[config.mk]
export PLATFORM = sky130hd
export DESIGN_NAME = centerTimer
export DESIGN_NICKNAME = d
export VERILOG_FILES = /design/src/rtl/centerTimerPkg.sv /design/src/rtl/tmrCountPath.sv /design/src/rtl/tmrUpdateCtrl.sv /design/src/rtl/centerTimer.sv
export SDC_FILE = /design/constraint.sdc
export NUM_CORES = 1
export LEC_CHECK = 0
export BUFFER_PORTS_ARGS = -buffer_cell sky130_fd_sc_hd__buf_2
export CAP_MARGIN = 20
export CORE_AREA = 2 2 93 117
export CTS_CLUSTER_DIAMETER = 120
export DETAILED_ROUTE_END_ITERATION = 7
export DIE_AREA = 0 0 95 119
export PLACE_DENSITY = 0.79
export SLEW_MARGIN = 5
export SYNTH_ARGS = -nofsm -noshare
export SYNTH_HDL_FRONTEND = slang
export SYNTH_SLANG_ARGS = --single-unit
[constraint.sdc]
create_clock -name clk -period 4.28 [get_ports clk]
set_input_delay 0.428 -clock clk [delete_from_list [all_inputs] [get_ports clk]]
set_output_delay 0.428 -clock clk [all_outputs]
set_load 0.005 [all_outputs]
[src/rtl/centerTimerPkg.sv]
package centerTimerPkg;
  // Strobes from the update control to the counting datapath
  typedef struct packed {
    logic tick;    // prescaler wrapped: counter may step
    logic reload;  // update event: load working limit from staging
    logic init;    // forced update: restart counter at 0, climbing
  } tmrStrobe_t;
endpackage

[src/rtl/tmrCountPath.sv]
module tmrCountPath
  import centerTimerPkg::*;
#(
  parameter int CNT_W = 16,
  parameter logic [CNT_W-1:0] ARR_INIT = '1
) (
  input  logic             clk,
  input  logic             rstN,
  input  tmrStrobe_t       strb,
  input  logic             arrWrEn,
  input  logic [CNT_W-1:0] arrWrData,
  output logic [CNT_W-1:0] cntValue,
  output logic             cntDown,
  output logic             turnEvt
);
  localparam logic [CNT_W:0]   ONE_EXT = (CNT_W+1)'(1);
  localparam logic [CNT_W-1:0] ONE     = CNT_W'(1);

  logic [CNT_W-1:0] arrPre, arrAct, cnt;
  logic             down;
  logic             stepOk, hitTop, hitBot;

  always_comb begin
    stepOk  = strb.tick && (arrAct != '0);
    hitTop  = !down && (({1'b0, cnt} + ONE_EXT) >= {1'b0, arrAct});
    hitBot  = down && (cnt <= ONE);
    turnEvt = stepOk && (hitTop || hitBot);
  end

  always_ff @(posedge clk or negedge rstN) begin
    if (!rstN) begin
      arrPre <= ARR_INIT;
      arrAct <= ARR_INIT;
      cnt    <= '0;
      down   <= 1'b0;
    end else begin
      if (arrWrEn) arrPre <= arrWrData;
      if (strb.reload) arrAct <= arrPre;
      if (strb.init) begin
        cnt  <= '0;
        down <= 1'b0;
      end else if (stepOk) begin
        cnt <= down ? cnt - ONE : cnt + ONE;
        if (hitTop || hitBot) down <= !down;
      end
    end
  end

  assign cntValue = cnt;
  assign cntDown  = down;
endmodule

[src/rtl/tmrUpdateCtrl.sv]
module tmrUpdateCtrl
  import centerTimerPkg::*;
#(
  parameter int PSC_W = 16
) (
  input  logic             clk,
  input  logic             rstN,
  input  logic             cntEn,
  input  logic             pscWrEn,
  input  logic [PSC_W-1:0] pscWrData,
  input  logic             swUpdate,
  input  logic             updReqSel,
  input  logic             flagClr,
  input  logic             turnEvt,
  output tmrStrobe_t       strb,
  output logic             updEvent,
  output logic             updFlag
);
  localparam logic [PSC_W-1:0] ONE = PSC_W'(1);

  logic [PSC_W-1:0] pscPre, pscAct, pscCnt;
  logic             pscWrap, updNow, flagSet;

  always_comb begin
    pscWrap     = (pscCnt == pscAct);
    updNow      = turnEvt || swUpdate;
    flagSet     = turnEvt || (swUpdate && !updReqSel);
    strb.tick   = cntEn && pscWrap;
    strb.reload = updNow;
    strb.init   = swUpdate;
  end

  always_ff @(posedge clk or negedge rstN) begin
    if (!rstN) begin
      pscPre   <= '0;
      pscAct   <= '0;
      pscCnt   <= '0;
      updEvent <= 1'b0;
      updFlag  <= 1'b0;
    end else begin
      if (pscWrEn) pscPre <= pscWrData;
      if (updNow) begin
        pscAct <= pscPre;
        pscCnt <= '0;
      end else if (cntEn) begin
        pscCnt <= pscWrap ? '0 : pscCnt + ONE;
      end
      updEvent <= updNow;
      if (flagSet)      updFlag <= 1'b1;
      else if (flagClr) updFlag <= 1'b0;
    end
  end
endmodule

[src/rtl/centerTimer.sv]
module centerTimer
  import centerTimerPkg::*;
#(
  parameter int CNT_W = 16,
  parameter int PSC_W = 16,
  parameter logic [CNT_W-1:0] ARR_INIT = '1
) (
  input  logic             clk,
  input  logic             rstN,
  input  logic             cntEn,
  input  logic             pscWrEn,
  input  logic [PSC_W-1:0] pscWrData,
  input  logic             arrWrEn,
  input  logic [CNT_W-1:0] arrWrData,
  input  logic             swUpdate,
  input  logic             updReqSel,
  input  logic             flagClr,
  output logic [CNT_W-1:0] cntValue,
  output logic             cntDown,
  output logic             updEvent,
  output logic             updFlag
);
  tmrStrobe_t strb;
  logic       turnEvt;

  tmrUpdateCtrl #(.PSC_W(PSC_W)) u_ctrl (
    .clk(clk), .rstN(rstN), .cntEn(cntEn),
    .pscWrEn(pscWrEn), .pscWrData(pscWrData),
    .swUpdate(swUpdate), .updReqSel(updReqSel), .flagClr(flagClr),
    .turnEvt(turnEvt), .strb(strb),
    .updEvent(updEvent), .updFlag(updFlag)
  );

  tmrCountPath #(.CNT_W(CNT_W), .ARR_INIT(ARR_INIT)) u_path (
    .clk(clk), .rstN(rstN), .strb(strb),
    .arrWrEn(arrWrEn), .arrWrData(arrWrData),
    .cntValue(cntValue), .cntDown(cntDown), .turnEvt(turnEvt)
  );
endmodule

Word-level counts from Yosys, hierarchy flattened
Cells that the tools add are included.
W data, S select, Z words.

operators by class
  add/sub/neg operators = 4
  $lt $le $gt $ge = 2
  eq/ne operators = 1
  muxes and demuxes = 11
  reductions and logical operators = 17

operators with widths
  operator                 count
  $mux W16                 6
  $add A16 B1 Y16 const B  2
  $add A16 B1 Y17 const B  1
  $ge A17 B16 Y1           1
  $eq A16 B16 Y1           1
  $le A16 B1 Y1 const B    1
  $reduce_bool A16 Y1      1
  $sub A16 B1 Y16 const B  1
  $reduce_bool A2 Y1       4
  $logic_and A1 B1 Y1      6
  $mux W1                  5
  $logic_or A1 B1 Y1       3
  $logic_not A1 Y1         2
  $reduce_and A2 Y1        1

storage, ports and cells
  flip-flop bits (word level) = 99
  word-level logic and storage cells = 44

Longest topological paths before layout
  word-level depth = 7
  depth in mapped cells = 15
  depth with buffers taken out = 12

Cells and area by module
Synthesis repeated with hierarchy kept, for this count alone.

unflattened totals
  cells, all modules = 574
  area total of the unflattened synthesis = 5469.0 um2

by module, submodules not included
  module         times used  cells an instance  area an instance (um2)
  tmrCountPath   1           325                3054.2
  tmrUpdateCtrl  1           249                2414.8

Least setup slack after synthesis
Ideal clock, no wire load.

  path type = reg-to-reg
  from = reg u_path.cnt[0] (netlist: u_path.cntValue[0])
  to = reg u_ctrl.pscAct[0]
  arrival time = 3.268 ns
  path slack = 0.887 ns
  cell stages (with the launch flop) = 15
  cell sequence = dfrtp_1 -> clkbuf_1 -> and4_1 -> clkbuf_1 -> nand4_1 -> nor2_1 -> nand2_1 -> xnor2_1 -> ha_1 -> nand3_1 -> or2_2 -> o2111ai_1 -> a31oi_4 -> buf_6 -> mux2_4

on the way
  longest elaborated chain between the ends = 6

ends and longest elaborated chain
  element                  line                 RTL
  start, declared          tmrCountPath.sv:19   logic [CNT_W-1:0] arrPre, arrAct, cnt;
  start signal, assigned   tmrCountPath.sv:43   cnt <= down ? cnt - ONE : cnt + ONE;
  $add A16 B1 Y17          tmrCountPath.sv:25   hitTop = !down && (({1'b0, cnt} + ONE_EXT) >= {1'b0, arrAct});
  $ge A17 B16 Y1           tmrCountPath.sv:25
  $logic_and A1 B1 Y1      tmrCountPath.sv:25
  $logic_or A1 B1 Y1 (*)   tmrCountPath.sv:27   turnEvt = stepOk && (hitTop || hitBot);
  $logic_and A1 B1 Y1 (*)  tmrCountPath.sv:27
  $logic_or A1 B1 Y1 (*)   tmrUpdateCtrl.sv:26  updNow = turnEvt || swUpdate;
  end signal, assigned     tmrUpdateCtrl.sv:43  pscAct <= pscPre;
  end, declared            tmrUpdateCtrl.sv:21  logic [PSC_W-1:0] pscPre, pscAct, pscCnt;

Every way passes the cells marked *; elsewhere a longest branch is shown, timed or not.
A chain may end at the register's enable or synchronous reset.

Worst setup path after layout
  from = reg u_path.cnt[3] (netlist: u_path.cntValue[3])
  to = reg u_ctrl.pscAct[13]

The elaborated chain is that of the path after synthesis.

==> results.ini <==
[synth]
netlist_top_cells_area = sky130_fd_sc_hd__dfrtp_1 31%, sky130_fd_sc_hd__dfstp_2 15%, sky130_fd_sc_hd__mux2_4 7.9%
synth_cell_type_count = 53
combinational_family_with_the_most_area_after_synthesis = multiplexers
synth_edf_count = 0
most_used_dff_post_synth = sky130_fd_sc_hd__dfrtp_1
avgSynthCellArea_sq_um = 11.1
post_synth_xor_area_fraction = 0.0733
syn_nets = 555
synth_top_area_cell = sky130_fd_sc_hd__dfrtp_1
cell_area_synth_sq_um = 5490
synth_async_sr_flop_share = 1.00
postSynthRegisterBits = 99
netlist_instances = 495
synthMostInstantiatedCell = sky130_fd_sc_hd__dfrtp_1
ys_warn_count = 0
synth-seq-area-share = 0.458
compound_gate_fraction_of_synth_area = 0.0941
post_synth_mux_area_share = 0.156
yosys.area_share.simple = 0.129
post_synth_most_frequent_cells = 67 x sky130_fd_sc_hd__dfrtp_1, 35 x sky130_fd_sc_hd__mux2_2, 32 x sky130_fd_sc_hd__dfstp_2
synth_adder_area_share = 0.0456
netlist.area_leader.share = 0.305

[routing]
drt-pass1-iter-count = 4
detail_route.wirelength_microns = 11600
detail-route-antenna-nets = 0
detail_route.wl_per_cell_microns = 17.1
detail_route.vias_per_cell = 5.84
dr_total_vias = 3965
detail_route.drc_violations = 0
drt_iter0_markers = 211

[cts]
cts_inserted_buffers = 9
insertion_delay_ps = 350
tritoncts = done
ctsRootBufferMaster = sky130_fd_sc_hd__clkbuf_16
cts.path.max_buffers = 2
path_clk_slew_ps = 70
clock-sinks = 99
cts_htree_levels = 3

[floorplanning]
die_x_microns = 95
die_area_sq_um = 11300
row_count = 42
num_io_pins = 59
dieHeight_microns = 119
initial_core_util = 0.531
core_region_area_sq_um = 10400

[global_routing]
global_route.usage.total = 0.226
grt_max_degree = 79
grt_first_pass_wirelength_microns = 19800
number_of_antenna_violations_at_the_first_check_in_global_routing = 0
grt_remaining_overflow = 0
first_global_vias = 4176

[pwr]
power_per_cell_area_nw_per_um2 = 344
vdd_drop_max_mv = 0.255
p_leak_nw = 2.85

[placed_design]
routabilityCongestion = 0.898
place.port_buffers = 58
detailed_place_hpwl_microns = 8360
post-place-cells = 661

[finish]
areaGrowthSynthToFinish_pct = 12.3
filler_instances = 876
layout_cells_sized_above_1 = 0.333
multi_input_area_sq_um = 2740
final-instance-count-excl-fill = 679
antenna_cells = 0
nNetsFinal = 602
final_core_util = 0.596
register_area_sq_um = 2520

[worst_setup_path]
critical_path.endpoint_type = register
critical_path_arrival_ps = 3890
crit_path_max_cell_delay_ps = 620
path_buf_inv = 1
crit_slowest_cell = sky130_fd_sc_hd__dfrtp_1
startpoint_type = register
critPathTopFamily = simple AND/OR/NAND/NOR gates
timing.critical_path.fanout_max = 33
critical_path_required_ps = 4510
worstPathCellList = and4_1 > nand4_1 > nor2_1 > nand2_1 > xnor2_1 > ha_1 > nand3_1 > or2_2 > o2111ai_1 > a31oi_4 > buf_12 > mux2_4
worstSetupPathType = reg -> reg
reg2reg_slack_ps = 620

[sta]
report.final.setup_viol = 0
setup-tns-final_ps = 0
rsz0062_at_grt = false
finalHoldWorstSlack_ps = 314
finalHoldViolations = 0
worst_pin_slew_ps = 1000
max_freq_mhz = 273
timing.final.max_slew_violations = 0
period_minus_slack_ps = 3660
layout_worst_path_cycle_share = 0.856
slew_headroom = 0.329
clock_skew_after_layout_ps = 11.7

[outcome]
run_status = finished, final reports clean

[min_path]
timing.hold.worst.class = in -> reg

[job]
timing.max_cap.violations = 0

==> layout make-up <==
type | instances | area share
multi-input cells | 342 | 0.444
flip-flops and latches | 99 | 0.408
repair buffers | 65 | 0.0616
clock buffers | 9 | 0.0365
well taps | 132 | 0.0268
inverters | 25 | 0.0152
clock inverters | 7 | 0.00811
==> per-stage QoR <==
stage / power, W / area (sq um) / setup slack [ps]
6_report: 0.00212 / 6170 / 618
3_5_place_dp: 0.00138 / 5860 / 730
5_1_grt: 0.00222 / 6170 / 431
2_1_floorplan: 0.00128 / 5490 / 887
3_3_place_gp: 0.00136 / 5850 / 874
4_1_cts: 0.00214 / 6130 / 690
==> report_power, final <==
group          switching (W)  internal [W]  total [W]
combinational       0.000109      0.000147   0.000256
clock               0.000362      0.000399   0.000760
sequential         0.0000626       0.00104    0.00111
total               0.000533       0.00159    0.00212
==> layer usage <==
metal  GRT usage  up-vias  routed length, microns
li1            -     1858                       -
met1       0.271     1939                    4660
met2       0.387      138                    6050
met3      0.0354       30                     471
met4       0.113        0                     386
met5           0        -                       0
==> what timing repair did <==
item | 4_1_cts | 5_1_grt
hold buffers | 0 | 1
resized for setup | 0 | 0
setup endpoints to repair | 0 | 0
hold endpoints to repair | 0 | 4
setup buffers | 0 | 0
==> flip-flops by register name (all words and copies together), names as in the netlist <==
name             count
u_ctrl.pscAct       16
u_ctrl.pscPre       16
u_path.cntValue     16
u_path.arrAct       16
u_ctrl.updFlag       1
u_ctrl.updEvent      1
u_path.arrPre       16
u_ctrl.pscCnt       16
u_path.cntDown       1
==> cells in the final DEF, fill, tap and decap left out, types with 20 or more instances in the layout <==
master and count:
sky130_fd_sc_hd__dfrtp_1 67, sky130_fd_sc_hd__nor2_1 30, sky130_fd_sc_hd__nand3_1 25, sky130_fd_sc_hd__dfstp_2 32
sky130_fd_sc_hd__mux2_4 29, sky130_fd_sc_hd__nand2_1 27, sky130_fd_sc_hd__mux2_2 35, sky130_fd_sc_hd__xnor2_1 31
sky130_fd_sc_hd__buf_2 57, sky130_fd_sc_hd__inv_1 25, sky130_fd_sc_hd__ha_1 20
==> cells by family (layout without fill, tap and decap cells) <==
kind of cell	after synthesis	after routing
buffers and inverters	54	106
adders and majority gates	20	20
xor gates and xnor gates	46	46
DFF	99	99
and+or+nand+nor	137	137
AOI/OAI and AO/OA	72	72
muxes	67	67
==> path summary, 6_finish.rpt <==
path | from | endpoint | cells after the start
max in group asynchronous | rstN | u_path.arrAct[3] | 3
setup reg to reg | u_path.cntValue[3] | u_ctrl.pscAct[13] | 12
hold / removal | arrWrData[8] | u_path.arrPre[8] | 2
min in group asynchronous | rstN | u_ctrl.pscPre[15] | 2
hold reg to reg | u_ctrl.pscPre[1] | u_ctrl.pscAct[1] | 1
setup / recovery | u_path.cntValue[3] | u_ctrl.pscAct[13] | 12
Power figures use the tool's default switching activity.
